==> config.mk <==
export PLATFORM = sky130hd
export DESIGN_NAME = addr_window_decoder
export DESIGN_NICKNAME = d
export VERILOG_FILES = /design/src/rtl/addr_window_decoder.sv
export SDC_FILE = /design/constraint.sdc
export NUM_CORES = 2
export LEC_CHECK = 0
export ABC_AREA = 1
export BUFFER_PORTS_ARGS = -buffer_cell sky130_fd_sc_hd__buf_2
export CORE_MARGIN = 5
export CORE_UTILIZATION = 62
export CTS_CLUSTER_SIZE = 16
export DETAILED_ROUTE_END_ITERATION = 10
export PLACE_DENSITY_LB_ADDON = 0.15
export SLEW_MARGIN = 30
export SYNTH_ARGS = -nofsm -noshare
export SYNTH_HDL_FRONTEND = slang
export SYNTH_SLANG_ARGS = --single-unit
==> constraint.sdc <==
create_clock -name clk -period 6.6 [get_ports clk]
set_input_delay 0.33 -clock clk [delete_from_list [all_inputs] [get_ports clk]]
set_output_delay 0.33 -clock clk [all_outputs]
set_load 0.1 [all_outputs]
==> src/rtl/addr_window_decoder.sv <==
module addr_window_decoder #(
  parameter int NUM_WIN = 16,
  parameter int AW      = 44,
  parameter int GRAN    = 26,
  parameter int TW      = 4,
  parameter int RAW     = 12
) (
  input  logic           clk,
  input  logic           rst_n,
  input  logic           reg_we,
  input  logic [RAW-1:0] reg_addr,
  input  logic [31:0]    reg_wdata,
  output logic [31:0]    reg_rdata,
  input  logic           req_valid,
  input  logic [AW-1:0]  req_addr,
  output logic           rsp_valid,
  output logic           rsp_hit,
  output logic [TW-1:0]  rsp_target,
  output logic           rsp_miss
);
  localparam int FW   = AW - GRAN;
  localparam int FLSB = 10;
  localparam int IDXW = RAW - 4;
  localparam int IW   = (NUM_WIN > 1) ? $clog2(NUM_WIN) : 1;
  localparam logic [IDXW-1:0] GIDX = IDXW'(NUM_WIN);

  logic [NUM_WIN-1:0] en;
  logic [TW-1:0]      tgt [NUM_WIN];
  logic [FW-1:0]      lo  [NUM_WIN];
  logic [FW-1:0]      hi  [NUM_WIN];
  logic               bypass;

  wire [IDXW-1:0] idx    = reg_addr[RAW-1:4];
  wire [3:0]      off    = reg_addr[3:0];
  wire [IW-1:0]   wi     = idx[IW-1:0];
  wire            in_win = idx < GIDX;
  wire            in_glb = (idx == GIDX) && (off == 4'h0);
  wire [FW-1:0]   fld    = req_addr[AW-1:GRAN];
  wire            unused_bits = ^{reg_wdata[31:FLSB+FW], req_addr[GRAN-1:0]};

  always_ff @(posedge clk or negedge rst_n) begin
    if (!rst_n) begin
      en     <= '0;
      bypass <= 1'b0;
      for (int i = 0; i < NUM_WIN; i++) begin
        tgt[i] <= '0;
        lo[i]  <= '0;
        hi[i]  <= '0;
      end
    end else if (reg_we) begin
      if (in_win) begin
        case (off)
          4'h0: begin
            en[wi]  <= reg_wdata[0];
            tgt[wi] <= reg_wdata[8 +: TW];
          end
          4'h8: lo[wi] <= reg_wdata[FLSB +: FW];
          4'hC: hi[wi] <= reg_wdata[FLSB +: FW];
          default: ;
        endcase
      end else if (in_glb) begin
        bypass <= reg_wdata[1];
      end
    end
  end

  always_comb begin
    reg_rdata = '0;
    if (in_win) begin
      case (off)
        4'h0: begin
          reg_rdata[0]       = en[wi];
          reg_rdata[8 +: TW] = tgt[wi];
        end
        4'h8: reg_rdata[FLSB +: FW] = lo[wi];
        4'hC: reg_rdata[FLSB +: FW] = hi[wi];
        default: ;
      endcase
    end else if (in_glb) begin
      reg_rdata[1] = bypass;
    end
  end

  logic [NUM_WIN-1:0] match;
  for (genvar g = 0; g < NUM_WIN; g++) begin : g_cmp
    assign match[g] = en[g] && (fld >= lo[g]) && (fld <= hi[g]);
  end

  logic          pick_hit;
  logic [TW-1:0] pick_tgt;
  always_comb begin
    pick_hit = 1'b0;
    pick_tgt = '0;
    for (int i = NUM_WIN - 1; i >= 0; i--) begin
      if (match[i]) begin
        pick_hit = 1'b1;
        pick_tgt = tgt[i];
      end
    end
  end

  always_ff @(posedge clk or negedge rst_n) begin
    if (!rst_n) begin
      rsp_valid  <= 1'b0;
      rsp_hit    <= 1'b0;
      rsp_target <= '0;
      rsp_miss   <= 1'b0;
    end else begin
      rsp_valid  <= req_valid;
      rsp_hit    <= req_valid && pick_hit;
      rsp_target <= req_valid ? pick_tgt : '0;
      rsp_miss   <= req_valid && !pick_hit && !bypass;
    end
  end

  AST_RSP_FOLLOWS_REQ: assert property (@(posedge clk) disable iff (!rst_n) req_valid |=> rsp_valid);
  AST_NO_RSP_WITHOUT_REQ: assert property (@(posedge clk) disable iff (!rst_n) !req_valid |=> !rsp_valid);
  AST_FLAGS_NEED_VALID: assert property (@(posedge clk) disable iff (!rst_n) (rsp_hit || rsp_miss) |-> rsp_valid);
  AST_HIT_MISS_EXCL: assert property (@(posedge clk) disable iff (!rst_n) !(rsp_hit && rsp_miss));
  AST_MISS_NO_BYPASS: assert property (@(posedge clk) disable iff (!rst_n) rsp_miss |-> !$past(bypass));
  AST_NOHIT_ZERO_TGT: assert property (@(posedge clk) disable iff (!rst_n) !rsp_hit |-> (rsp_target == '0));
endmodule

==> results.py <==
metrics = {
    "yosys": {
        "yosys.area.top_type_share_pct": 37.9,
        "syn_avg_cell_area_um2": 7.84,
        "yosysSeqAreaShare_pct": 37.9,
        "synth.area.top_cells": "dfrtp_1 (38%), ha_1 (16%), nand2_1 (10%)",
        "synth-seq-cells": 664,
        "syn_area_mm2": 0.0438,
        "synthFlopType": "dfrtp_1",
        "ys.warnings.count": 0,
        "yosys-top-cells-count": "nand2_1 (1,207), inv_1 (740), o21ai_0 (718), dfrtp_1 (664), ha_1 (576)",
        "synthArstFlopShare_pct": 100,
        "synth-edff-count": 0,
        "yosys.area.top_type": "dfrtp_1",
        "netlist_instances": 5588,
        "synth_cell_types": 58,
        "synth.most_common_cell": "nand2_1",
    },
    "floorplanning": {
        "start_util_pct": 62.6,
        "die_w_um": 276,
        "fp.dieH_um": 276,
        "io_pins": 131,
        "std_cell_rows": 97,
        "core_area_mm2": 0.0700,
        "fp.dieArea_mm2": 0.0761,
    },
    "power_and_ir_drop": {
        "p_switching_mw": 2.64,
        "intPower_mw": 7.12,
        "peakVddDrop_uv": 211,
        "power.density_mw_per_mm2": 205,
        "p_leak_nw": 21.2,
        "clkPwrFrac_pct": 46.6,
        "switching_share_pct": 27.1,
        "power_frac_seq_pct": 42.0,
        "combPwrFrac_pct": 11.4,
    },
    "drt": {
        "routed_wl_um": 154000,
        "drtPass1Iterations": 7,
        "vias_per_cell": 6.31,
        "num_vias": 41400,
        "drt_iter0_drc": 5533,
        "drc_errors": 0,
        "routedWlPerCell_um": 23.4,
        "ant_nets": 0,
    },
    "setup_path": {
        "path_cells": "buf_2 > inv_2 > nor2_2 > inv_4 > buf_4 > o22ai_1 > o21ai_0 > a41oi_1 > o21ai_0 > inv_1 > buf_2",
        "path_max_fanout": 39,
        "endpoint_kind": "output port",
        "cpMaxStageDelayCell": "o21ai_0",
        "crit_arrival_ps": 4320,
        "criticalPathCategory": "in -> out",
        "cpPeakStageDelay_ps": 870,
        "cpLargestDelayFamily": "buffers and inverters",
        "cp.required_ps": 6270,
        "worst-path-buf-inv": 6,
        "start_kind": "input port",
    },
    "timing": {
        "fin_crit_sh_pct": 70.5,
        "fmax_mhz": 215,
        "fin_crit_ps": 4650,
        "setup_viol": 0,
        "hold_viol_final": 0,
        "setup_ws_ps": 1950,
        "max_slew_margin_pct": 27.5,
        "tightest_slew_ps": 1080,
        "drv_slew": 0,
        "rsz0062_at_grt": "false",
        "tns_ps": 0,
        "finalClockSkew_ps": 15.7,
    },
    "placed_design": {
        "pre_cts_ws_ps": 2300,
        "port_buffers": 84,
        "dp_hpwl_um": 105000,
        "routabilityCongestion": 1.01,
    },
    "global_routing": {
        "grt_pass1_vias": 38700,
        "grt_pass1_wl_um": 232000,
        "overflow": 0,
        "antenna_found_initial": 9,
        "grt_usage_pct": 40.2,
        "grt_max_degree": 165,
    },
    "cells_and_area": {
        "fillCellCount": 5939,
        "multiInputGateArea_mm2": 0.0233,
        "syn2layout_area_growth_pct": 8.86,
        "nets": 6232,
        "seq_area_mm2": 0.0166,
        "drive_gt1_share_pct": 6.17,
    },
    "clock_network": {
        "cts_resized": 0,
        "clk_pin_slew_ps": 60,
        "clock-root-buffer": "clkbuf_16",
        "htree_levels": 3,
        "insertion_delay_ps": 640,
        "numCtsBuffers": 77,
        "cts_tree": "done",
        "clock-sinks": 664,
        "cts.path.max_buffers": 3,
    },
    "status": {
        "status": "finished, final reports clean",
    },
    "min_path": {
        "min_path_type": "in -> reg",
    },
    "job": {
        "cap_viol_max_count": 0,
    },
}
## layout by cell type, fill, tap and decap left out, types with 80 or more instances in the layout
cell       netlist  routed
buf_2           27      82
clkbuf_16        0      80
nor2_1         219     214
inv_1          740     736
o22ai_1        276     276
a21oi_1        264     264
nand2_1       1207    1189
nand4_1         94      94
o21ai_1        183     183
ha_1           576     576
dfrtp_1        664     664
o21ai_0        718     718
nand3_1        119     119
## routing by layer
metal	part of all wire, %	up-vias	GRT usage, %
met4	6.1	6	20.3
met5	0.023	-	0
li1	-	18900	-
met3	14	533	10.6
met2	41	2419	58.4
met1	39	19600	55.7
## sequential cells by signal (all words and copies together) (netlist names)
name and flops:
hi 288, lo 288, tgt 64, en 16, rsp_target 4, bypass 1
rsp_hit 1, rsp_miss 1, rsp_valid 1
## worst paths after layout
| path | start | to | slack, ps | cells past startpoint |
|---|---|---|---|---|
| max | reg_addr[4] | reg_rdata[11] | 1950 | 11 |
| min | reg_addr[8] | bypass | 110 | 3 |
| max reg2reg | lo[221] | rsp_target[3] | 3020 | 15 |
| min reg2reg | lo[207] | lo[207] | 480 | 2 |
| max in group asynchronous | rst_n | lo[121] | 4960 | 4 |
| min in group asynchronous | rst_n | hi[5] | 300 | 2 |
## timing repair
| action | CTS | global route |
|---|---|---|
| hold buffers | 3 | 0 |
| buffers inserted | 0 | 0 |
| endpoints found under the hold margin | 82 | 0 |
## logic make-up (layout without fill, tap and decap cells)
family | count (synthesis) | count (layout) | share of synthesized area, %
buffers and inverters | 1014 | 1042 | 9.23
adder cells (fa/ha/maj) | 576 | 576 | 16.4
flip-flops | 664 | 664 | 37.9
AND/OR/NAND/NOR | 1763 | 1763 | 16.9
AO/OA/AOI/OAI | 1570 | 1570 | 19.5
other | 1 | 16 | 0.00856
## power by group through the flow
| stage | Sequential (mW) | Combinational, mW | Clock (mW) |
|---|---|---|---|
| after floorplan | 4.18 | 0.562 | 0 |
| after global placement | 4.17 | 1.02 | 0 |
| after detailed placement | 4.17 | 1.05 | 0 |
| after CTS | 4.10 | 1.06 | 4.56 |
| after global routing | 4.10 | 1.20 | 4.74 |
| final | 4.10 | 1.11 | 4.55 |
## tightest hold or removal path, cell delays in order
cell     delay (ps)
buf_2           110
nand4_1         130
o31a_1          130
## metrics by stage
step | utilization [%] | total power [mW] | hold slack, ps | cells | cell area (µm²)
3_5_place_dp | 64.1 | 5.23 | 374 | 6418 | 44900
6_report | 68.1 | 9.76 | 111 | 6571 | 47700
2_1_floorplan | - | 4.74 | 34.4 | 5597 | 43800
5_1_grt | 68.1 | 10.0 | 136 | 6565 | 47700
4_1_cts | 68.0 | 9.73 | 84.2 | 6561 | 47600
3_3_place_gp | 64.0 | 5.20 | 383 | 6418 | 44800
## area by class of cell
type	count	area share, %
flip-flops and latches	664	34.8
clock buffers	118	4.96
well taps	940	2.47
diodes	6	0.0315
clock inverters	22	0.656
multi-input cells	3919	48.8
inverters	749	5.91
repair buffers	153	2.36
Note: power is estimated with default switching activity, not from simulation.
